===== src/rtl/nlu_pkg.sv =====
package nlu_pkg;
  localparam int NIB_W   = 4;
  localparam int INSTR_W = 13;

  typedef enum logic [1:0] {DST_A, DST_B, DST_MEM, DST_F} dst_e;
  typedef enum logic [1:0] {SRC_A, SRC_B, SRC_IMM, SRC_MEM} src_e;

  typedef struct packed {
    logic             valid;
    logic             is_bit;
    dst_e             dst;
    src_e             src;
    logic             use_y;
    logic             post_inc;
    logic [NIB_W-1:0] imm;
  } dec_t;
endpackage


===== src/rtl/nlu_rst_sync.sv =====
module nlu_rst_sync #(
  parameter int STAGES = 2
) (
  input  logic clk,
  input  logic rst_n,
  output logic rst_n_s
);
  logic [STAGES-1:0] sync_q;

  always_ff @(posedge clk or negedge rst_n) begin
    if (!rst_n) sync_q <= '0;
    else        sync_q <= {sync_q[STAGES-2:0], 1'b1};
  end

  assign rst_n_s = sync_q[STAGES-1];
endmodule


===== src/rtl/nlu_decode.sv =====
module nlu_decode
  import nlu_pkg::*;
(
  input  logic [INSTR_W-1:0] instr,
  output dec_t               dec
);
  localparam logic [8:0] FLAG_OP  = 9'b100001010;
  localparam logic [5:0] XOR_PFX  = 6'b110111;
  localparam logic [5:0] BIT_PFX  = 6'b110101;

  logic fam_hit;
  assign fam_hit = (instr[12:7] == XOR_PFX) || (instr[12:7] == BIT_PFX);

  always_comb begin
    dec          = '0;
    dec.dst      = DST_A;
    dec.src      = SRC_A;
    dec.imm      = instr[3:0];
    dec.is_bit   = (instr[12:7] == BIT_PFX);
    if (instr[12:4] == FLAG_OP) begin
      dec.valid  = 1'b1;
      dec.is_bit = 1'b0;
      dec.dst    = DST_F;
      dec.src    = SRC_IMM;
    end else if (fam_hit) begin
      if (!instr[6]) begin
        dec.valid    = 1'b1;
        dec.dst      = DST_MEM;
        dec.src      = SRC_IMM;
        dec.use_y    = instr[5];
        dec.post_inc = instr[4];
      end else if (!instr[5]) begin
        dec.valid = 1'b1;
        dec.dst   = instr[4] ? DST_B : DST_A;
        dec.src   = SRC_IMM;
      end else begin
        unique case (instr[4:3])
          2'b00: begin
            dec.valid    = 1'b1;
            dec.dst      = instr[2] ? DST_B : DST_A;
            dec.src      = SRC_MEM;
            dec.use_y    = instr[1];
            dec.post_inc = instr[0];
          end
          2'b01: begin
            dec.valid    = 1'b1;
            dec.dst      = DST_MEM;
            dec.src      = instr[2] ? SRC_B : SRC_A;
            dec.use_y    = instr[1];
            dec.post_inc = instr[0];
          end
          2'b10: begin
            dec.valid = 1'b1;
            dec.dst   = instr[2] ? DST_B : DST_A;
            dec.src   = instr[1] ? SRC_B : SRC_A;
          end
          default: dec.valid = 1'b0;
        endcase
      end
    end
  end
endmodule


===== src/rtl/nlu_alu.sv =====
module nlu_alu #(
  parameter int W = 4
) (
  input  logic         is_bit,
  input  logic [W-1:0] lhs,
  input  logic [W-1:0] rhs,
  output logic [W-1:0] res,
  output logic         zero
);
  always_comb begin
    res  = is_bit ? (lhs & rhs) : (lhs ^ rhs);
    zero = (res == '0);
  end
endmodule


===== src/rtl/nibble_logic_unit.sv =====
module nibble_logic_unit
  import nlu_pkg::*;
#(
  parameter int ADDR_W = 16
) (
  input  logic               clk,
  input  logic               rst_n,
  input  logic               start,
  input  logic [INSTR_W-1:0] instr,
  output logic               busy,
  output logic               done,
  output logic [ADDR_W-1:0]  mem_addr,
  output logic               mem_rd,
  output logic               mem_wr,
  output logic [NIB_W-1:0]   mem_wdata,
  input  logic [NIB_W-1:0]   mem_rdata,
  output logic [NIB_W-1:0]   reg_a,
  output logic [NIB_W-1:0]   reg_b,
  output logic [ADDR_W-1:0]  reg_x,
  output logic [ADDR_W-1:0]  reg_y,
  output logic [NIB_W-1:0]   reg_f
);
  localparam logic [ADDR_W-1:0] IDX_ONE = ADDR_W'(1);

  typedef enum logic {S_IDLE, S_WRITE} state_e;

  logic rst_n_s;
  nlu_rst_sync #(.STAGES(2)) u_rst (.clk(clk), .rst_n(rst_n), .rst_n_s(rst_n_s));

  state_e            state_q, state_d;
  dec_t              cur_dec, held_q, act;
  logic [NIB_W-1:0]  a_q, b_q, f_q, rdata_q;
  logic [NIB_W-1:0]  a_d, b_d, f_d;
  logic [ADDR_W-1:0] x_q, y_q, x_d, y_d;
  logic              done_q;
  logic              accept, finish, commit;
  logic              a_en, b_en, f_en, x_en, y_en;
  logic [NIB_W-1:0]  lhs, rhs, res;
  logic              zero;

  nlu_decode u_dec (.instr(instr), .dec(cur_dec));

  // Next-state logic
  always_comb begin
    accept = start && (state_q == S_IDLE);
    act    = (state_q == S_WRITE) ? held_q : cur_dec;
    finish = (state_q == S_WRITE) ||
             (accept && !(cur_dec.valid && cur_dec.dst == DST_MEM));
    commit = finish && act.valid;

    state_d = state_q;
    if (state_q == S_WRITE)                                state_d = S_IDLE;
    else if (accept && cur_dec.valid && cur_dec.dst == DST_MEM) state_d = S_WRITE;

    mem_addr = act.use_y ? y_q : x_q;
    mem_rd   = accept && cur_dec.valid &&
               (cur_dec.src == SRC_MEM || cur_dec.dst == DST_MEM);

    unique case (act.dst)
      DST_A:   lhs = a_q;
      DST_B:   lhs = b_q;
      DST_F:   lhs = f_q;
      default: lhs = rdata_q;
    endcase
    unique case (act.src)
      SRC_A:   rhs = a_q;
      SRC_B:   rhs = b_q;
      SRC_IMM: rhs = act.imm;
      default: rhs = mem_rdata;
    endcase
  end

  nlu_alu #(.W(NIB_W)) u_alu (
    .is_bit(act.is_bit), .lhs(lhs), .rhs(rhs), .res(res), .zero(zero)
  );

  always_comb begin
    a_en = commit && !act.is_bit && (act.dst == DST_A);
    b_en = commit && !act.is_bit && (act.dst == DST_B);
    f_en = commit;
    a_d  = res;
    b_d  = res;
    f_d  = (act.dst == DST_F) ? res : {f_q[NIB_W-1:1], zero};
    x_en = commit && act.post_inc && !act.use_y;
    y_en = commit && act.post_inc &&  act.use_y;
    x_d  = x_q + IDX_ONE;
    y_d  = y_q + IDX_ONE;
    mem_wr    = (state_q == S_WRITE) && held_q.valid && !held_q.is_bit;
    mem_wdata = res;
  end

  // Registers
  always_ff @(posedge clk or negedge rst_n_s) begin
    if (!rst_n_s) begin
      state_q <= S_IDLE;
      held_q  <= '0;
      rdata_q <= '0;
      a_q     <= '0;
      b_q     <= '0;
      f_q     <= '0;
      x_q     <= '0;
      y_q     <= '0;
      done_q  <= 1'b0;
    end else begin
      state_q <= state_d;
      done_q  <= finish;
      if (accept) held_q  <= cur_dec;
      if (accept) rdata_q <= mem_rdata;
      if (a_en)   a_q     <= a_d;
      if (b_en)   b_q     <= b_d;
      if (f_en)   f_q     <= f_d;
      if (x_en)   x_q     <= x_d;
      if (y_en)   y_q     <= y_d;
    end
  end

  assign busy  = (state_q == S_WRITE);
  assign done  = done_q;
  assign reg_a = a_q;
  assign reg_b = b_q;
  assign reg_f = f_q;
  assign reg_x = x_q;
  assign reg_y = y_q;

  // Checks beside the control they guard
  assert_write_in_second_cycle_R5: assert property (@(posedge clk) disable iff (!rst_n_s)
    mem_wr |-> (busy && !mem_rd));
  assert_busy_single_cycle_R11: assert property (@(posedge clk) disable iff (!rst_n_s)
    busy |=> (!busy && done));
  assert_regs_hold_in_write_R9: assert property (@(posedge clk) disable iff (!rst_n_s)
    busy |=> ($stable(reg_a) && $stable(reg_b)));
  assert_x_steps_by_one_R7: assert property (@(posedge clk) disable iff (!rst_n_s)
    (reg_x != $past(reg_x)) |-> (reg_x == $past(reg_x) + IDX_ONE));
  assert_y_steps_by_one_R7: assert property (@(posedge clk) disable iff (!rst_n_s)
    (reg_y != $past(reg_y)) |-> (reg_y == $past(reg_y) + IDX_ONE));
  assert_carry_only_by_flag_op_R8: assert property (@(posedge clk) disable iff (!rst_n_s)
    !(accept && cur_dec.valid && cur_dec.dst == DST_F) |=> $stable(reg_f[1]));
  assert_undefined_no_access_R10: assert property (@(posedge clk) disable iff (!rst_n_s)
    (accept && !cur_dec.valid) |-> (!mem_rd && !mem_wr));
endmodule


===== config.mk =====
export PLATFORM = sky130hd
export DESIGN_NAME = nibble_logic_unit
export DESIGN_NICKNAME = d
export VERILOG_FILES = /design/src/rtl/nlu_pkg.sv /design/src/rtl/nlu_rst_sync.sv /design/src/rtl/nlu_decode.sv /design/src/rtl/nlu_alu.sv /design/src/rtl/nibble_logic_unit.sv
export SDC_FILE = /design/constraint.sdc
export NUM_CORES = 1
export LEC_CHECK = 0
export BUFFER_PORTS_ARGS = -buffer_cell sky130_fd_sc_hd__buf_2
export CORE_ASPECT_RATIO = 1.5
export CORE_UTILIZATION = 54
export DETAILED_ROUTE_END_ITERATION = 8
export PLACE_DENSITY = 0.8
export SLEW_MARGIN = 40
export SYNTH_ARGS = -nofsm -noshare
export SYNTH_HDL_FRONTEND = slang
export SYNTH_SLANG_ARGS = --single-unit

===== constraint.sdc =====
create_clock -name clk -period 3.5 [get_ports clk]
set_input_delay 0.35 -clock clk [delete_from_list [all_inputs] [get_ports clk]]
set_output_delay 0.35 -clock clk [all_outputs]
set_load 0.005 [all_outputs]

==> impl_results.md, run 1 <==
* Most frequent cells after synthesis: nand2_1, dfrtp_1, mux2_2
* Syn_area_per_cell at 9.95 um^2
* Clock power share at 0.440
* CP max FO at 13
* Hold crit path type: input port to register
* Switching component of the power at 364 uW
* Seq/Total Area, Yosys at 0.441
* DRC viols at 0
* Switching fraction of total power at 0.225
* Clock Sinks at 64
* Arrival time worst endpoint at 2.82 ns
* Hold_sp: mem_rdata[2]
* Final setup TNS at 0 ns
* DR WL/cell at 16.3 um
* Die X at 69.0 um
* R2r startpoint: busy
* Worst Skew at 0.00440 ns
* ANT cells at 0
* CP Capture Type: output port
* Cell Int Power at 1260 uW
* Reg2reg path depth at 10
* Routed vias/inst at 5.73
* Placer Congestion at 1.01
* Clock Path Buffers at 2
* Ys Warns at 0
* WHS Path Cells at 2
* Most used DFF post-synth: dfrtp_1
* GR Overflow Total at 0
* Final Hold Viols at 0
* Measured slew at the worst slew-check pin at 0.731 ns
* Hold Path End: rdata_q[2]
* Lkg Pwr at 0.00236 uW
* ANT nets after route at 0
* Top-count cell post-synth: nand2_1
* Critical Setup Path Class: register to output port
* Drt total wl at 8.83 mm
* Total Routing Usage GR at 0.275
* Comb pwr share at 0.077
* Req. time, crit path at 3.15 ns
* Slew Viols, Final at 0
* Startpoint Class: register
* H-tree depth at 3
* RSZ-0062 raised after global routing: no
* Max-cap violations at 0
* DP HPWL at 6.42 mm
* First-pass GRT wire length at 14.0 mm
* Port Buffer Count at 87
* Leading area contributor after synthesis: dfrtp_1
* Reg2Reg Capture Point: reg_f[0]
* Clock Pin Slew Worst Setup and Hold Paths at 0.07 ns
* Area delta synth->final at 21.5%
* Largest net degree at the start of global routing at 45
* Worst-Skew Late Latency at 0.34 ns
* Post-Route Utilization at 0.680
* Via Count at 3,099
* Worst path slowest cell: dfrtp_1
* Starting density of the core at 0.560
* Share of power burned in registers at 0.483
* First-pass detailed-route iteration total at 5
* Post-Syn Instances at 365
* Setup Viol. Count Final at 0
* Fmax at 315 MHz
* Post-CTS setup buffer count at 0
* Outcome: complete, no violations
* WP buf/inv at 3
* Synth area leaders: dfrtp_1, mux2_2, nand2_1, xnor2_1, xor2_1
* TritonCTS buffer count at 9
* Worst vdd ir at 0.271 mV
* Clock period minus worst slack at 3.17 ns
* Period utilization at 0.907
* Asr flop ratio synth at 1.00
* Crit path cell chain: buf_4 -> o31ai_1 -> clkinv_1 -> a211oi_1 -> a31oi_1 -> ha_1 -> mux2_2 -> buf_2
* #FFs+latches synth at 64
* Flop-to-flop setup slack at 0.55 ns
* Root buf cell: clkbuf_8
* Placement row count at 36
* Die area at 7060 um^2
* Distinct cells, synth at 56
* Die height at 102 um
* CTS tree: yes
* Syn_nets at 391
* CP peak stage delay at 0.43 ns
* Power per cell area at 367 nW/um^2
* Layout cells sized above 1 at 0.340
* Boundary Pins at 88
* Final net count at 487
* Initial antenna violation count at 0
* Synthesized area at 3630 um^2
* Relative max-transition margin at 0.509
* Vias in the first global route at 2,978
* Initial DRC count at 166
* Crit-path leading delay family: compound AO/OA/AOI/OAI gates
* Core region area at 6490 um^2
* Post-synth EDFFs at 0
* Area fraction of the dominant cell type after synthesis at 0.441
-- registers in the layout, summed over array words and instances (netlist names) --
name          cells
reg_y            16
reg_x            16
busy              1
rdata_q           4
u_rst.sync_q      2
reg_a             4
reg_b             4
done              1
reg_f             4
held_q           12
-- cells by family (layout without fill, tap and decap cells) --
logic type / Yosys count / after routing / share of synthesized area
XOR/XNOR: 30 / 30 / 0.0724
AND/OR/NAND/NOR: 170 / 170 / 0.248
other: 1 / 1 / 0.00103
multiplexers: 34 / 34 / 0.117
adder cells (fa/ha/maj): 6 / 6 / 0.0207
buffers and inverters: 21 / 121 / 0.0265
AO/OA/AOI/OAI: 39 / 39 / 0.0731
flip-flops: 64 / 64 / 0.441
-- worst reg2reg max path, delay by kind of cell (launching register included) --
kind	cells	cell delay [ns]
fa+ha+maj	1	0.31
simple gates	1	0.38
flops	1	0.43
compound gates	5	1.11
buf+inv	2	0.55
mux	1	0.10
-- worst max-delay path by stage --
stage	slack [ns]	endpoint	start	cells after the start
finish	0.33	mem_wdata[2]	busy	8
global route	0.14	mem_wdata[0]	instr[4]	11
CTS	0.34	mem_wdata[0]	instr[4]	11
detailed placement	0.22	reg_f[0]	instr[4]	12
global placement	0.33	reg_f[0]	instr[4]	12
floorplan	0.45	reg_f[0]	instr[4]	13
-- layout by cell type (no fill, tap or decap), types with 2 or more instances in the layout --
| cell | n |
|---|---|
| o31ai_1 | 3 |
| nand2_1 | 84 |
| or3_1 | 2 |
| buf_2 | 87 |
| buf_4 | 12 |
| a21o_1 | 2 |
| and3_1 | 7 |
| mux4_2 | 4 |
| o21a_1 | 3 |
| a211oi_1 | 5 |
| xnor2_1 | 15 |
| nor3_1 | 10 |
| nor2b_1 | 3 |
| and3b_1 | 2 |
| o21ai_0 | 8 |
| inv_1 | 4 |
| nor4_1 | 2 |
| o21ai_1 | 2 |
| a31oi_1 | 4 |
| and2_1 | 4 |
| nand3_1 | 8 |
| and4_1 | 2 |
| mux2_2 | 28 |
| o2111ai_1 | 2 |
| nand3b_1 | 2 |
| dfrtp_1 | 63 |
| clkbuf_8 | 11 |
| and2_0 | 2 |
| mux2i_1 | 2 |
| a21oi_1 | 3 |
| nand4_1 | 11 |
| bufinv_16 | 2 |
| nor2_1 | 12 |
| ha_1 | 6 |
| xor2_1 | 15 |
| nand2b_1 | 3 |
| nor4_2 | 4 |
| o211ai_1 | 3 |
-- cell type report --
type / count / area, um^2
repair buffers: 101 / 539
clock buffers: 12 / 155
well taps: 76 / 95.1
multi-input cells: 280 / 1930
flip-flops and latches: 64 / 1610
inverters: 5 / 18.8
fillers: 520 / 2070
clock inverters: 3 / 65.1
-- metal layers --
metal	GRT usage	routed length [um]	vias to the layer above
li1	-	-	1476
met1	0.307	3440	1475
met2	0.471	4700	121
met3	0.0636	416	27
met4	0.144	274	0
met5	0	0	-
-- power by group through the flow --
stage          combinational (uW)  clock [uW]  sequential, uW
3_3_place_gp                  121           0             794
5_1_grt                       139         762             786
6_report                      125         712             782
3_5_place_dp                  124           0             796
4_1_cts                       125         719             782
2_1_floorplan                74.6           0             792
-- repair_timing --
action                                 4_1_cts  5_1_grt
hold buffers                                 1        0
gates resized for setup                      0        0
endpoints found under the hold margin        2        0
-- per-stage QoR --
step           hold slack, ns  instance area (um^2)  setup slack, ns  total power, uW  instances
3_5_place_dp            0.138                  4180            0.225              919        525
4_1_cts                 0.249                  4410            0.344             1630        541
3_3_place_gp            0.135                  4180            0.327              916        524
2_1_floorplan          0.0544                  3630            0.446              867        365
6_report                0.265                  4410            0.327             1620        541
5_1_grt                 0.244                  4410            0.138             1690        541
(Power assumes the default switching activity.)
==> inputs of run 2 (changes only) <==
CORE_MARGIN = 2   (was unset)
==> run 2 against run 1 <==
  * Sequential power about the same
  * Routed wire length decreased by 1.2%
  * Power decreased by 2.8%
  * Critical path depth unchanged
  * Sequential share of layout area about the same
  * Via count decreased by 1.6%
  * Utilization about the same
  * Non-clock buffer count increased by 1
  * Critical endpoint is now mem_wdata[1]
==> impl_results.md, run 2 (synthesized netlist as in run 1, its figures left out) <==
* Placement row count at 36 (unchanged)
* Core region area at 6490 um^2 (unchanged)
* Fmax at 313 MHz (was 315 MHz)
* Clock Sinks at 64 (unchanged)
* Seq. cell area at 1610 um^2 (unchanged)
* CTS tree: yes (unchanged)
* Clock power share at 0.424 (was 0.440)
* DR WL/cell at 16.1 um (was 16.3 um)
* Hold_sp: mem_rdata[2] (unchanged)
* Area of the multi-input gates at 1940 um^2 (was 1930 um^2)
* ANT nets after route at 0 (unchanged)
* Layout cells sized above 1 at 0.343 (was 0.340)
* FILL cells at 537 (was 520)
* ANT cells at 0 (unchanged)
* Relative max-transition margin at 0.486 (was 0.509)
* Largest net degree at the start of global routing at 46 (was 45)
* Setup Viol. Count Final at 0 (unchanged)
* CP max FO at 10 (was 13)
* Measured slew at the worst slew-check pin at 0.771 ns (was 0.731 ns)
* Initial DRC count at 202 (was 166)
* Outcome: complete, no violations (unchanged)
* Die area at 7410 um^2 (was 7060 um^2)
* Boundary Pins at 88 (unchanged)
* Fin Hold WS at 0.248 ns (was 0.265 ns)
* Switching fraction of total power at 0.237 (was 0.225)
* Most frequent cells in the layout: buf_2, nand2_1, dfrtp_1, mux2_2 (unchanged)
* Share of power burned in registers at 0.496 (was 0.483)
* Final Hold Viols at 0 (unchanged)
* Worst vdd ir at 0.339 mV (was 0.271 mV)
* Worst-Skew Late Latency at 0.35 ns (was 0.34 ns)
* Final setup TNS at 0 ns (unchanged)
* Post-CTS setup buffer count at 0 (unchanged)
* Clock period minus worst slack at 3.20 ns (was 3.17 ns)
* Final Instance Area at 4410 um^2 (about the same)
* CP Capture Type: output port (unchanged)
* Critical Setup Path Class: register to output port (unchanged)
* TritonCTS buffer count at 9 (unchanged)
* Die X at 71.0 um (was 69.0 um)
* WHS Path Cells at 2 (unchanged)
* DRC viols at 0 (unchanged)
* Vias in the first global route at 3,066 (was 2,978)
* GR Overflow Total at 0 (unchanged)
* Drt total wl at 8.72 mm (was 8.83 mm)
* Via Count at 3,049 (was 3,099)
* Final net count at 488 (was 487)
* Hold buffer count at cts at 1 (unchanged)
* Initial antenna violation count at 0 (unchanged)
* Startpoint Class: register (unchanged)
* First-pass GRT wire length at 14.8 mm (was 14.0 mm)
* H-tree depth at 3 (unchanged)
* Routed vias/inst at 5.63 (was 5.73)
* RSZ-0062 raised after global routing: no (unchanged)
* R2r startpoint: busy (unchanged)
* Switching component of the power at 373 uW (was 364 uW)
* Post-CTS resize count at 0 (unchanged)
* First-pass detailed-route iteration total at 4 (was 5)
* Hold crit path type: input port to register (unchanged)
* Reg2reg path depth at 10 (unchanged)
* Most common cell after layout, fill and taps aside: buf_2 (unchanged)
* Power per cell area at 357 nW/um^2 (was 367 nW/um^2)
* Area delta synth->final at 21.5% (about the same)
* Finished Layout Cells at 542 (was 541)
* Slew Viols, Final at 0 (unchanged)
* Placer Congestion at 0.962 (was 1.01)
* Root buf cell: clkbuf_8 (unchanged)
* Arrival time worst endpoint at 2.85 ns (was 2.82 ns)
* Cell Int Power at 1200 uW (was 1260 uW)
* Starting density of the core at 0.560 (unchanged)
* Worst Skew at 0.00721 ns (was 0.00440 ns)
* Req. time, crit path at 3.15 ns (about the same)
* Cell Count Post-Placement at 526 (was 525)
* DP HPWL at 6.41 mm (was 6.42 mm)
* Clock Path Buffers at 2 (unchanged)
* Total Routing Usage GR at 0.253 (was 0.275)
* CP startpoint: busy (unchanged)
* Lkg Pwr at 0.00237 uW (was 0.00236 uW)
* Max-cap violations at 0 (unchanged)
* Period utilization at 0.914 (was 0.907)
* Dpl cell area at 4190 um^2 (was 4180 um^2)
* Clock Pin Slew Worst Setup and Hold Paths at 0.07 ns (about the same)
* Die height at 104 um (was 102 um)
* Port Buffer Count at 87 (unchanged)
* Comb pwr share at 0.079 (was 0.077)
==> run 2: cell types whose count changed in the layout (fill, tap and decap cells not counted), sizes merged <==
| cell | previous run | this run |
|---|---|---|
| clkinv | 2 | 3 |
| bufinv | 2 | 1 |
| buf | 100 | 101 |
==> run 2: through the flow <==
| step | utilization | power (uW) | setup slack [ns] |
|---|---|---|---|
| final | 0.680 | 1570 | 0.302 |
| after global routing | 0.680 | 1640 | 0.104 |
| after CTS | 0.679 | 1590 | 0.273 |
| after detailed placement | 0.645 | 920 | 0.259 |
| after global placement | 0.644 | 915 | 0.365 |
| after floorplan | - | 867 | 0.446 |
==> run 2: final timing paths <==
kind | to | slack (ns)
max in group asynchronous | reg_b[0] | 2.49
min reg2reg | held_q[6] | 0.33
max | mem_wdata[1] | 0.30
min | rdata_q[2] | 0.25
min in group asynchronous | u_rst.sync_q[1] | 0.31
max reg2reg | reg_f[0] | 0.53
==> run 2: final cells by class <==
cell class | instances | area share
Multi-Input combinational cell | 280 | 0.440
Tap cell | 76 | 0.0216
Clock inverter | 3 | 0.00908
Inverter | 5 | 0.00426
Clock buffer | 12 | 0.0374
Timing Repair Buffer | 102 | 0.123
Sequential cell | 64 | 0.364
==> run 2: critical path, stage by stage, from the launching register on <==
cell	delay [ns]
dfrtp_1	0.49
buf_4	0.23
o31ai_1	0.33
clkinv_1	0.32
a211oi_1	0.32
a31oi_1	0.08
ha_1	0.29
mux2_2	0.30
buf_2	0.14
==> run 2: layer usage <==
metal	vias to the layer above	part of all wire	GRT usage
met5	-	0	0
met4	0	0.018	0.0930
met3	13	0.045	0.0591
met2	91	0.53	0.447
met1	1463	0.40	0.293
li1	1482	-	-
==> run 2: power groups by stage <==
stage	Clock, uW	Sequential [uW]	Combinational [uW]
2_1_floorplan	0	792	74.6
3_3_place_gp	0	795	121
3_5_place_dp	0	795	124
4_1_cts	681	782	126
5_1_grt	712	785	140
6_report	668	781	125
